**config.mk**
```make
export PLATFORM = sky130hd
export DESIGN_NAME = dagen_top
export DESIGN_NICKNAME = d
export VERILOG_FILES = /design/src/rtl/dagen_pkg.sv /design/src/rtl/dagen_aux_alu.sv /design/src/rtl/dagen_regs.sv /design/src/rtl/dagen_addr_sel.sv /design/src/rtl/dagen_top.sv
export SDC_FILE = /design/constraint.sdc
export NUM_CORES = 1
export LEC_CHECK = 0
export ABC_AREA = 1
export BUFFER_PORTS_ARGS = -buffer_cell sky130_fd_sc_hd__buf_2
export CAP_MARGIN = 20
export CORE_MARGIN = 1
export CORE_UTILIZATION = 31
export CTS_BUF_LIST = sky130_fd_sc_hd__clkbuf_4 sky130_fd_sc_hd__clkbuf_8
export DETAILED_ROUTE_END_ITERATION = 10
export PLACE_DENSITY_LB_ADDON = 0.2
export SKIP_CTS_REPAIR_TIMING = 1
export SYNTH_ARGS = -nofsm -noshare
export SYNTH_HDL_FRONTEND = slang
export SYNTH_SLANG_ARGS = --single-unit
```
**constraint.sdc**
```tcl
create_clock -name clk -period 2.85 [get_ports clk]
set_input_delay 0.4275 -clock clk [delete_from_list [all_inputs] [get_ports clk]]
set_output_delay 0.4275 -clock clk [all_outputs]
set_load 0.005 [all_outputs]
```
**src/rtl/dagen_pkg.sv**
```systemverilog
package dagen_pkg;

    parameter int AW   = 16;
    parameter int PGW  = 9;
    parameter int NAR  = 8;
    parameter int UPDW = 3;

    localparam int OFSW = AW - PGW;
    localparam int PTRW = $clog2(NAR);

    typedef logic [AW-1:0]          word_t;
    typedef word_t [NAR-1:0]        arfile_t;

    typedef enum logic [UPDW-1:0] {
        UPD_NONE = 3'd0,
        UPD_INC  = 3'd1,
        UPD_DEC  = 3'd2,
        UPD_ADD0 = 3'd3,
        UPD_SUB0 = 3'd4,
        UPD_ADDK = 3'd5,
        UPD_SUBK = 3'd6,
        UPD_RSV  = 3'd7
    } upd_e;

    typedef struct packed {
        logic [PGW-1:0]  pg;
        logic [PTRW-1:0] ptr;
        arfile_t         ar;
    } state_t;

endpackage

```
**src/rtl/dagen_aux_alu.sv**
```systemverilog
module dagen_aux_alu
    import dagen_pkg::*;
(
    input  logic [UPDW-1:0] upd_code,
    input  word_t           cur,
    input  word_t           ar0,
    input  word_t           opnd,
    output word_t           nxt,
    output logic            wr
);

    upd_e code;

    always_comb begin
        code = upd_e'(upd_code);
        nxt  = cur;
        wr   = 1'b1;
        unique case (code)
            UPD_INC:  nxt = cur + word_t'(1);
            UPD_DEC:  nxt = cur - word_t'(1);
            UPD_ADD0: nxt = cur + ar0;
            UPD_SUB0: nxt = cur - ar0;
            UPD_ADDK: nxt = cur + opnd;
            UPD_SUBK: nxt = cur - opnd;
            default:  wr  = 1'b0;
        endcase
    end

endmodule

```
**src/rtl/dagen_regs.sv**
```systemverilog
module dagen_regs
    import dagen_pkg::*;
(
    input  logic             clk,
    input  logic             rst_n,
    input  logic             pg_ld,
    input  logic [PGW-1:0]   pg_din,
    input  logic             ptr_ld,
    input  logic [PTRW-1:0]  ptr_din,
    input  logic [NAR-1:0]   ar_ld,
    input  word_t            ar_din,
    input  logic             upd_en,
    input  word_t            upd_val,
    output logic [PGW-1:0]   pg_q,
    output logic [PTRW-1:0]  ptr_q,
    output arfile_t          ar_q
);

    state_t st_d, st_q;

    always_comb begin
        st_d = st_q;
        if (pg_ld)  st_d.pg  = pg_din;
        if (ptr_ld) st_d.ptr = ptr_din;
        for (int k = 0; k < NAR; k++) begin
            if (upd_en && (PTRW'(k) == st_q.ptr)) st_d.ar[k] = upd_val;
            if (ar_ld[k])                         st_d.ar[k] = ar_din;
        end
    end

    always_ff @(posedge clk or negedge rst_n) begin
        if (!rst_n) st_q <= '0;
        else        st_q <= st_d;
    end

    assign pg_q  = st_q.pg;
    assign ptr_q = st_q.ptr;
    assign ar_q  = st_q.ar;

endmodule

```
**src/rtl/dagen_addr_sel.sv**
```systemverilog
module dagen_addr_sel
    import dagen_pkg::*;
(
    input  logic             mode_ind,
    input  logic [PGW-1:0]   pg_q,
    input  logic [OFSW-1:0]  ofs,
    input  logic [PTRW-1:0]  ptr_q,
    input  arfile_t          ar_q,
    output word_t            sel_ar,
    output word_t            addr
);

    word_t masked [NAR];

    for (genvar g = 0; g < NAR; g++) begin : g_mask
        assign masked[g] = (ptr_q == PTRW'(g)) ? ar_q[g] : '0;
    end

    always_comb begin
        sel_ar = '0;
        for (int k = 0; k < NAR; k++) sel_ar = sel_ar | masked[k];
        addr = mode_ind ? sel_ar : {pg_q, ofs};
    end

endmodule

```
**src/rtl/dagen_top.sv**
```systemverilog
module dagen_top
    import dagen_pkg::*;
(
    input  logic                        clk,
    input  logic                        rst_n,
    input  logic                        acc_valid,
    input  logic                        mode_ind,
    input  logic [dagen_pkg::OFSW-1:0]  ofs,
    input  logic [dagen_pkg::UPDW-1:0]  upd_code,
    input  logic [dagen_pkg::AW-1:0]    opnd,
    input  logic                        pg_ld,
    input  logic [dagen_pkg::PGW-1:0]   pg_din,
    input  logic                        ptr_ld,
    input  logic [dagen_pkg::PTRW-1:0]  ptr_din,
    input  logic [dagen_pkg::NAR-1:0]   ar_ld,
    input  logic [dagen_pkg::AW-1:0]    ar_din,
    output logic [dagen_pkg::AW-1:0]    addr
);

    logic [PGW-1:0]  pg_q;
    logic [PTRW-1:0] ptr_q;
    arfile_t         ar_q;
    word_t           sel_ar;
    word_t           upd_val;
    logic            alu_wr;
    logic            upd_en;

    dagen_addr_sel u_sel (
        .mode_ind (mode_ind),
        .pg_q     (pg_q),
        .ofs      (ofs),
        .ptr_q    (ptr_q),
        .ar_q     (ar_q),
        .sel_ar   (sel_ar),
        .addr     (addr)
    );

    dagen_aux_alu u_alu (
        .upd_code (upd_code),
        .cur      (sel_ar),
        .ar0      (ar_q[0]),
        .opnd     (opnd),
        .nxt      (upd_val),
        .wr       (alu_wr)
    );

    assign upd_en = acc_valid & mode_ind & alu_wr;

    dagen_regs u_regs (
        .clk     (clk),
        .rst_n   (rst_n),
        .pg_ld   (pg_ld),
        .pg_din  (pg_din),
        .ptr_ld  (ptr_ld),
        .ptr_din (ptr_din),
        .ar_ld   (ar_ld),
        .ar_din  (ar_din),
        .upd_en  (upd_en),
        .upd_val (upd_val),
        .pg_q    (pg_q),
        .ptr_q   (ptr_q),
        .ar_q    (ar_q)
    );

endmodule

```
== After elaboration in Yosys (flattened, before gate mapping) ==
Index checks and enable logic that the tools add are counted.

* Bitwise operators: 9
* Mux-type cells: 27
* Equality and inequality tests: 20
* Reduce and logical (&&, ||, !) cells: 18
* Add/subtract/negate cells: 6

{| class="wikitable"
|+ Operator list
! operator !! number
|-
| $mux 16 || 25
|-
| $or 16x16->16 || 7
|-
| $pmux 16 s6 || 1
|-
| $add 16x16->16 || 2
|-
| $sub 16x16->16 || 2
|-
| $eq 3x3->1 const B || 7
|-
| $add 16x1->16 const B || 1
|-
| $reduce_bool 2->1 || 8
|-
| $sub 16x1->16 const B || 1
|-
| $eq 3x2->1 const B || 4
|-
| $eq 3x3->1 const A || 4
|-
| $logic_and 1x1->1 || 8
|-
| $eq 2x3->1 const A || 2
|-
| $eq 3x1->1 const B || 2
|-
| $reduce_or 6->1 || 1
|-
| $eq 1x3->1 const A || 1
|-
| $logic_not 3->1 || 1
|-
| $and 1x1->1 || 2
|-
| $mux 1 || 1
|}

* Register bits after elaboration: 140
* Output and inout bits: 16

== Logic depth before layout (Yosys ltp) ==
Gate-level depths: netlist (run 1).

* Depth in word-level cells: 13
* Gate-level depth with buffers: 25
* Gate-level depth less buffers: 25

== Hierarchy ==
Synthesis (run 1) repeated with hierarchy kept, for this count alone.

* Cell total of the unflattened synthesis: 1639
* Area total of the unflattened synthesis: 10770.3 µm²

{| class="wikitable"
|+ By module, submodules not included
! module !! times used !! area each (µm²) !! seq. area each (µm²) !! cells each
|-
| dagen_regs || 1 || 7004.2 || 3503.4 || 910
|-
| dagen_aux_alu || 1 || 2038.2 || 0.0 || 394
|-
| dagen_addr_sel || 1 || 1714.1 || 0.0 || 332
|-
| dagen_top || 1 || 13.8 || 0.0 || 3
|}

== Worst setup path after synthesis (run 1) ==
No wires, ideal clock.

* Path kind: input to register
* Start: input port opnd[0] (netlist name)
* End: register u_regs.st_q, in the netlist u_regs.ar_q[111]
* Stages on the path: 22
* Data required time: 2.731 ns
* Buffers on the path: 0
* Path slack: -0.257 ns
* Arrival time: 2.989 ns
* Cells stage by stage: inv_1 > ha_1 > inv_1 > nor2_1 > nand2_1 > nor2_1 > nand2_1 > nor3_1 > nand2_1 > o21ai_0 > a31oi_1 > ha_1 > nand2_1 > nor2_1 > and3_1 > nand2_1 > nand2_1 > nand4_1 > nand3_1 > nand2_1 > nand3_1 > nand2_1

* Word-level cells in the longest chain between the ends: 4
* Elaborated cells between the ends (all ways): 5
* Classes of those cells: add/sub (2); mux (3)

{| class="wikitable"
|+ RTL lines
! item !! line !! text
|-
| start, declared || dagen_top.sv:10 || <nowiki>input logic [dagen_pkg::AW-1:0] opnd,</nowiki>
|-
| $sub 16x16->16 / $add 16x16->16 (equally long branches) || dagen_aux_alu.sv:24, dagen_aux_alu.sv:23 ||
|-
| $pmux 16 s6 (*) || dagen_aux_alu.sv:18 || <nowiki>unique case (code)</nowiki>
|-
| $mux 16 (*) || dagen_regs.sv:26 || <nowiki>if (upd_en && (PTRW'(k) == st_q.ptr)) st_d.ar[k] = upd_val;</nowiki>
|-
| $mux 16 (*) || dagen_regs.sv:27 || <nowiki>if (ar_ld[k]) st_d.ar[k] = ar_din;</nowiki>
|-
| end signal, assigned || dagen_regs.sv:33 || <nowiki>else st_q <= st_d;</nowiki>
|-
| end, declared || dagen_regs.sv:19 || <nowiki>state_t st_d, st_q;</nowiki>
|}

Every way passes the cells marked *; elsewhere a longest branch is shown, timed or not. The select of a mux whose other input is x is not followed.
A chain may end at the register's enable or synchronous reset.

== Final worst setup path (run 1) ==
* Start: register u_regs.st_q, in the netlist u_regs.ptr_q[1]
* End: register u_regs.st_q, in the netlist u_regs.ar_q[78]

* Word-level cells in the longest chain between the ends: 13
* Elaborated cells between the ends (all ways): 35
* Classes of those cells: add/sub (6); eq/ne (8); mux (11); bitwise (7); reduce/logical (3)

{| class="wikitable"
|+ RTL lines
! item !! line !! text
|-
| $eq 3x1->1 / $logic_not 3->1 (equally long branches) || dagen_addr_sel.sv:16 || <nowiki>assign masked[g] = (ptr_q == PTRW'(g)) ? ar_q[g] : '0;</nowiki>
|-
| $mux 16 || dagen_addr_sel.sv:16 ||
|-
| $or 16x16->16 (7 in a row) || dagen_addr_sel.sv:21 || <nowiki>for (int k = 0; k < NAR; k++) sel_ar = sel_ar | masked[k];</nowiki>
|-
| $sub 16x16->16 (tied with other cells) || dagen_aux_alu.sv:24 || <nowiki>UPD_SUBK: nxt = cur - opnd;</nowiki>
|-
| $pmux 16 s6 || dagen_aux_alu.sv:18 ||
|-
| $mux 16 || dagen_regs.sv:26 ||
|-
| $mux 16 || dagen_regs.sv:27 ||
|}

Several ways; a longest one is shown, not always the timed one. The select of a mux whose other input is x is not followed.

==> flow_summary.rst, run 1 <==
.. list-table::
   :header-rows: 1

   * - Metric
     - Value
   * - Run status
     - finished, violations left
   * - Violated checks
     - hold timing, setup timing
   * - Count of clock tree sinks
     - 140
   * - Final Hold Viols
     - 33
   * - Power Internal
     - 4.74 mW
   * - Crit path cell chain
     - buf_6 -> nand3_4 -> inv_4 -> buf_4 -> a221oi_2 -> nand2_2 -> ha_4 -> buf_4 -> nand2_2 -> inv_2 -> nand3_2 -> nand3b_1 -> nand3_1 -> nand3_2 -> buf_6 -> nand3_1 -> nand2_1
   * - PwrDens
     - around 540 mW/mm^2
   * - Maximum clock frequency
     - 0.317 GHz
   * - Number of H-tree branching levels
     - 4
   * - Kind of launch point of the worst setup path
     - register
   * - DRC violation total after the first TritonRoute iteration
     - 725
   * - Number of cells after detailed placement
     - 1930
   * - Fin worst setup slack
     - -301 ps
   * - Headroom to the max-slew limit
     - 54.8%
   * - Fraction of layout instances using a drive strength above 1
     - approximately two fifths
   * - Mean area per synthesized cell
     - around 7.2 sq um
   * - Synthesis warning total
     - 0
   * - CTS tree
     - yes
   * - Slowest cell on the critical path
     - dfrtp_2
   * - Area growth, synth to finish
     - 53.7%
   * - Peak supply drop
     - about 0.27 mV
   * - Number of antenna violations at the first check in global routing
     - 0
   * - Layout fillers
     - between 2000 and 3000
   * - Area of the multi-input gates
     - 0.00612 sq mm
   * - Final critical delay including setup and external delays
     - roughly 3200 ps
   * - Share of async-settable or async-resettable flops after synthesis
     - between 90% and 100%
   * - Starting density of the core
     - a little under a third
   * - Number of synthesized flops with an enable pin
     - 0
   * - Post-Syn Instances
     - approximately 1300
   * - Global placement routability congestion
     - 0.930
   * - Worst Setup Path Type
     - register to register
   * - Required arrival time at the worst endpoint
     - between 3000 and 4000 ps
   * - Class of the tightest hold or removal check
     - input pin to asynchronous set/reset pin
   * - Syn Std Cell Area
     - around 0.0092 sq mm
   * - Post-detailed-placement half-perimeter wirelength
     - approximately 29000 microns
   * - Reg power frac
     - roughly 30%
   * - Distinct cell type count after synthesis
     - 46
   * - Routed wire length
     - ~39000 microns
   * - Area used by sequential logic in the layout
     - between 0.003 and 0.004 sq mm
   * - Net switching component of the power
     - ~3 mW
   * - Count of nets left with antenna violations after detail routing
     - 0
   * - Global-route wire length before repair
     - approximately 57000 microns
   * - Setup slack of the worst register-to-register path
     - -300 ps
   * - Part of the cycle the worst path needs
     - 111%
   * - Antenna diode instance count
     - 0
   * - Placeable core region
     - around 0.029 sq mm
   * - Flip-flop cell with the highest count after synthesis
     - dfrtp_1
   * - Top-level I/O count
     - between 80 and 90
   * - Number of buffers created by CTS
     - 17
   * - Slew at the pin closest to its max-slew limit
     - just under 700 ps
   * - Floorplan die width
     - around 170 microns
   * - Clk_skew
     - between 10 and 15 ps
   * - Remaining global-route overflow
     - 0
   * - Combinational fraction of design power
     - between 40% and 50%
   * - Synthesized net count
     - ~1400
   * - Total die area
     - 0.0304 sq mm
   * - Maximum number of pins on one net before global-route repair
     - 93
   * - Aggregate global-route resource usage
     - between 20% and 30%
   * - Number of global-route vias before repair
     - around 10000
   * - Clk pwr share
     - roughly a quarter
   * - Hold Slack
     - -29.8 ps
   * - R2R Path Start
     - u_regs.ptr_q[1]
   * - DR vias
     - approximately 11000
   * - Initial DRT Pass Iterations
     - 7
   * - Final count of negative-setup-slack endpoints
     - 90
   * - Via-per-instance ratio
     - around 5.3
   * - Clock-pin slew on the worst setup and hold paths
     - roughly 90 ps
   * - Clock latency reported for the late side of the worst-skew pair
     - 480 ps
   * - Share of synthesized area occupied by flip-flops and latches
     - between 30% and 40%
   * - PortBufs
     - 83
   * - Length in cells of the worst reg-to-reg path
     - 17
   * - Number of rows in the core area
     - between 60 and 70
   * - Critical path fanouts, max
     - 8
   * - Worst flop-to-flop path endpoint
     - u_regs.ar_q[78]
   * - Count of max-cap constraint violations
     - 0
   * - Remaining design rule violation count
     - 0
   * - RSZ-0062 raised after global routing
     - yes
   * - Worst endpoint data arrival time
     - between 3000 and 4000 ps
   * - Final Instance Count excl. Fillers
     - 1994
   * - Worst stage delay on the critical path
     - around 480 ps
   * - Deepest clock path buffer count
     - 2
   * - Switching share of power
     - a little under two fifths
   * - Die outline height
     - ~170 microns
   * - Clk root buf
     - clkbuf_8
   * - Leakage power figure
     - approximately 6.7 nW
   * - FF+latch count, synth
     - 140
   * - Slew Limit Fails
     - 0
   * - Worst setup EP type
     - register
   * - Power consumption
     - around 7.7 mW
   * - DR WL/cell
     - 19.8 microns
   * - Nets
     - 1683
[how the worst max path moves through the flow]
stage	from	slack (ps)	cells after the start	to
after CTS	u_regs.ar_q[1]	-560	21	u_regs.ar_q[95]
after floorplan	opnd[1]	-60	22	u_regs.ar_q[111]
final	u_regs.ptr_q[1]	-300	17	u_regs.ar_q[78]
after global routing	u_regs.ptr_q[1]	-410	20	u_regs.ar_q[78]
after global placement	opnd[1]	-630	20	u_regs.ar_q[7]
after detailed placement	opnd[1]	-670	24	u_regs.ar_q[95]
[state kept, by name, indices dropped and copies added (netlist names)]
| register | cells |
|---|---|
| u_regs.ar_q | 128 |
| u_regs.pg_q | 9 |
| u_regs.ptr_q | 3 |
[critical path, delay by kind of cell (launching register included)]
kind                     cells  cell delay (ps)
flip-flops                   1              480
AND/OR/NAND/NOR              9             1140
AO/OA/AOI/OAI                1              280
adder cells (fa/ha/maj)      1              320
buffers and inverters        6              810
[synth_stat cells (all sizes together) (4+ instances only)]
| cell | count | area (sq um) |
|---|---|---|
| nand3 | 120 | 621 |
| nor3 | 14 | 80.1 |
| ha | 17 | 213 |
| o221ai | 26 | 228 |
| o21ai | 86 | 457 |
| inv | 215 | 807 |
| o22ai | 79 | 500 |
| nand4 | 9 | 62.6 |
| o211ai | 30 | 225 |
| a31oi | 7 | 43.8 |
| buf | 26 | 140 |
| dfrtp | 140 | 3500 |
| a22oi | 10 | 75.1 |
| a21o | 14 | 105 |
| clkbuf | 20 | 75.1 |
| o2111ai | 4 | 35.0 |
| a221oi | 12 | 118 |
| a21oi | 29 | 145 |
| nand2 | 302 | 1150 |
| o21bai | 25 | 188 |
| nor2 | 62 | 240 |
[cells by family (layout without fill, tap and decap cells)]
group,count (synthesis),count (layout),share of synthesized area [%]
DFF,140,140,38.1
adders and majority gates,18,18,2.53
and+or+nand+nor,516,516,24.1
buffers and inverters,263,602,11.2
xor gates and xnor gates,4,4,0.381
AOI/OAI and AO/OA,330,330,23.7
[layout by cell type (no fill, tap or decap), types with 14 or more instances in the layout]
cell	netlist	routed
a21o_1	14	14
a21oi_2	0	14
buf_2	16	82
buf_4	6	216
buf_6	0	45
clkbuf_8	0	19
dfrtp_1	140	138
ha_4	0	15
inv_1	204	184
inv_2	11	19
nand2_1	294	241
nand2_2	8	41
nand2_4	0	19
nand3_1	116	83
nand3_2	4	27
nor2_1	61	44
o211ai_1	30	30
o21ai_0	79	55
o21bai_1	25	24
o221ai_1	26	22
o22ai_1	78	61
o22ai_2	1	14
[power by group through the flow]
stage	registers [mW]	logic (mW)	clock network [mW]
2_1_floorplan	2.29	1.32	0
3_3_place_gp	2.30	2.58	0
3_5_place_dp	2.31	2.59	0
4_1_cts	2.27	2.61	1.84
5_1_grt	2.31	3.79	1.92
6_report	2.29	3.55	1.83
[final cells by class]
cell class | count | share of cell area (%)
multi-input combinational | 868 | 43.3
sequential | 140 | 24.8
timing repair buffer | 353 | 19.3
inverter | 217 | 6.12
tap | 384 | 3.40
clock buffer | 20 | 1.90
clock inverter | 12 | 1.19
[per-stage QoR]
| step | utilization [%] | setup TNS [ps] | setup slack, ps | hold slack [ps] | cell area [sq um] |
|---|---|---|---|---|---|
| after floorplan | - | -869 | -61.1 | 132 | 9350 |
| after global placement | 41.2 | -43730 | -634 | 505 | 11900 |
| after detailed placement | 41.2 | -46680 | -672 | 509 | 11900 |
| after CTS | 42.7 | -40540 | -558 | 7.42 | 12400 |
| after global routing | 48.9 | -23940 | -408 | 20.5 | 14100 |
| final | 48.9 | -12170 | -301 | -29.8 | 14100 |
[metal layers]
layer / wire, microns / up-vias / GRT usage (%)
li1: - / 4983 / -
met1: 17200 / 5121 / 33.1
met2: 19000 / 380 / 41.4
met3: 2050 / 76 / 2.69
met4: 1180 / 0 / 8.04
met5: 0 / - / 0
Power figures use the tool's default switching activity.
==> inputs of run 2 (changes only) <==
Settings changed: CORE_UTILIZATION 31 to 35.
==> flow_summary.rst, run 2 (synthesis results as in run 1) <==
.. list-table::
   :header-rows: 1

   * - Metric
     - Value
   * - Headroom to the max-slew limit
     - 61.5% (+6.7 points)
   * - Worst endpoint data arrival time
     - 3490 ps (-20 ps)
   * - Switching share of power
     - 38.7% (+0.44 points)
   * - PortBufs
     - 83 (unchanged)
   * - Peak supply drop
     - 0.282 mV (+5.1%)
   * - Global-route wire length before repair
     - 55200 microns (-2.9%)
   * - Starting density of the core
     - 36.1% (+4.3 points)
   * - Most congested layer reported by global routing
     - met2
   * - Maximum number of pins on one net before global-route repair
     - 65 (-30%)
   * - Count of nets left with antenna violations after detail routing
     - 0 (unchanged)
   * - Antenna diode instance count
     - 0 (unchanged)
   * - Leakage power figure
     - 6.58 nW (-1.6%)
   * - Aggregate global-route resource usage
     - 27.0% (+2.3 points)
   * - Cell area after layout
     - 0.0138 sq mm (-2.2%)
   * - Total die area
     - 0.0269 sq mm (-11%)
   * - Number of buffers created by CTS
     - 17 (unchanged)
   * - Slew Limit Fails
     - 0 (unchanged)
   * - Clk root buf
     - clkbuf_8
   * - Number of flip-flops in the largest register
     - 128 (unchanged)
   * - Final Hold Viols
     - 0 (-100%)
   * - Worst Setup Path Type
     - register to register
   * - Final count of negative-setup-slack endpoints
     - 101 (+12%)
   * - Met2 GRT Util
     - 45.0% (+3.6 points)
   * - Routed wire length
     - 36900 microns (-6.3%)
   * - PwrDens
     - 533 mW/mm^2 (-1.6%)
   * - Post-detailed-placement half-perimeter wirelength
     - 27800 microns (-4.4%)
   * - Critical path fanouts, max
     - 8 (unchanged)
   * - Initial DRT Pass Iterations
     - 6 (-1)
   * - Class of the tightest hold or removal check
     - input pin to register
   * - Power Internal
     - 4.53 mW (-4.4%)
   * - Number of antenna violations at the first check in global routing
     - 0 (unchanged)
   * - Number of global-route vias before repair
     - 9998 (+1.8%)
   * - Clk pwr share
     - 22.9% (-0.9 points)
   * - Combinational fraction of design power
     - 46.1% (-0.2 points)
   * - Remaining global-route overflow
     - 0 (unchanged)
   * - Violated checks
     - setup timing
   * - RSZ-0062 raised after global routing
     - yes
   * - Fin worst setup slack
     - -297 ps (+3.29 ps)
   * - Clock latency reported for the late side of the worst-skew pair
     - 460 ps (-20 ps)
   * - Clock-pin slew on the worst setup and hold paths
     - 80 ps (about the same)
   * - Leading cell types in the layout, fill and taps excluded
     - nand2_1, buf_4, inv_1, dfrtp_1, nand3_1
   * - Floorplan die width
     - 164 microns (-5.8%)
   * - Count of clock tree sinks
     - 140 (unchanged)
   * - CTS tree
     - yes
   * - Placeable core region
     - 0.0255 sq mm (-12%)
   * - Worst setup EP type
     - register
   * - Required arrival time at the worst endpoint
     - 3190 ps (-20 ps)
   * - Worst setup timing slack at the placement stage
     - -586 ps (+85.8 ps)
   * - DRC violation total after the first TritonRoute iteration
     - 862 (+19%)
   * - Nets
     - 1683 (unchanged)
   * - Fraction of layout instances using a drive strength above 1
     - 40.0% (-0.45 points)
   * - Number of H-tree branching levels
     - 4 (unchanged)
   * - Top-level I/O count
     - 84 (unchanged)
   * - Met3 demand-to-capacity share in global routing
     - 3.23% (+0.54 points)
   * - Via-per-instance ratio
     - 5.44 (+2.7%)
   * - Kind of launch point of the worst setup path
     - register
   * - Area growth, synth to finish
     - 50.4%
   * - Global-route track usage on met1
     - 35.7% (+2.6 points)
   * - Part of the cycle the worst path needs
     - 110% (-0.12 points)
   * - Die outline height
     - 164 microns (-5.8%)
   * - Net switching component of the power
     - 2.85 mW (-2.6%)
   * - Final critical delay including setup and external delays
     - 3150 ps (-3.29 ps)
   * - Number of rows in the core area
     - 58 (-6.5%)
   * - Layout fillers
     - 2432 (-12%)
   * - Run status
     - finished, violations left
   * - Most frequent standard cell in the layout excluding fill and tap cells
     - nand2_1
   * - Slew at the pin closest to its max-slew limit
     - 577 ps (-101 ps)
   * - DR WL/cell
     - 19.1 microns (-3.6%)
   * - Count of max-cap constraint violations
     - 0 (unchanged)
   * - Global placement routability congestion
     - 0.919 (-1.1%)
   * - Instance area after placement
     - 0.0118 sq mm (-0.78%)
   * - Maximum clock frequency
     - 0.318 GHz (+0.10%)
   * - Reg power frac
     - 30.9% (+1.0 points)
   * - DR vias
     - 10545 (-0.14%)
   * - Remaining design rule violation count
     - 0 (unchanged)
   * - Clk_skew
     - 14.8 ps (+2.90 ps)
   * - Deepest clock path buffer count
     - 2 (unchanged)
-- run 2: cell count changes in the layout (fill, tap and decap cells not counted), moves of 4 or more --
cell,previous run,this run
buf_4,216,224
buf_6,45,36
inv_4,9,4
nand2_1,241,228
nand2_2,41,60
nand2_4,19,11
nand3_1,83,89
nand3_2,27,20
o21ai_2,13,9
o22ai_1,61,69
o22ai_2,14,8
-- run 2: path summary, 6_finish.rpt --
check / from / end / slack [ps] / cells past startpoint
max: u_regs.ptr_q[1] / u_regs.ar_q[111] / -300 / 19
min: pg_din[7] / u_regs.pg_q[7] / 180 / 3
max reg2reg: u_regs.ptr_q[1] / u_regs.ar_q[111] / -300 / 19
min reg2reg: u_regs.pg_q[4] / u_regs.pg_q[4] / 520 / 2
max in group asynchronous: rst_n / u_regs.ar_q[44] / 1550 / 3
min in group asynchronous: rst_n / u_regs.ar_q[33] / 530 / 2
-- run 2: critical path, cell delays in order, from the launching register on --
cell	delay [ps]
dfrtp_2	460
buf_4	170
nand3_4	90
buf_6	140
inv_2	60
buf_4	150
buf_4	150
a221oi_4	290
nand2_2	150
ha_4	330
nand2_4	60
nor2_4	110
and3_4	180
nand2_2	40
nand2_2	70
nand4_1	170
nand3_2	150
nand2_4	120
nand3_2	80
nand2_1	60
-- run 2: through the flow --
| stage | instances | setup TNS [ps] | power (mW) | hold WS, ps | util [%] |
|---|---|---|---|---|---|
| floorplan | 1271 | -869 | 3.61 | 132 | - |
| global placement | 1876 | -42710 | 4.87 | 440 | 46.5 |
| detailed placement | 1876 | -45090 | 4.90 | 449 | 46.5 |
| CTS | 1906 | -43340 | 6.56 | -42.0 | 48.0 |
| global route | 1938 | -31020 | 7.74 | 180 | 54.3 |
| finish | 1938 | -16980 | 7.38 | 178 | 54.3 |
-- run 2: final cells by class --
cell class / instances / area (sq um) / area share, %
Timing Repair Buffer: 353 / 2700 / 19.5
Clock inverter: 12 / 149 / 1.08
Inverter: 217 / 866 / 6.26
Clock buffer: 18 / 248 / 1.79
Tap cell: 330 / 413 / 2.98
Multi-Input combinational cell: 868 / 5960 / 43.1
Sequential cell: 140 / 3510 / 25.3
-- run 2: layer usage --
layer / vias to the layer above / wire length, microns
met5: - / 0
met4: 0 / 1200
met3: 79 / 2220
met2: 382 / 17800
met1: 5100 / 15700
li1: 4984 / -
-- run 2: power groups by stage --
stage	logic (mW)	clock network (mW)	registers, mW
floorplan	1.32	0	2.29
global placement	2.57	0	2.30
detailed placement	2.59	0	2.31
CTS	2.61	1.69	2.27
global route	3.65	1.78	2.30
finish	3.41	1.69	2.28
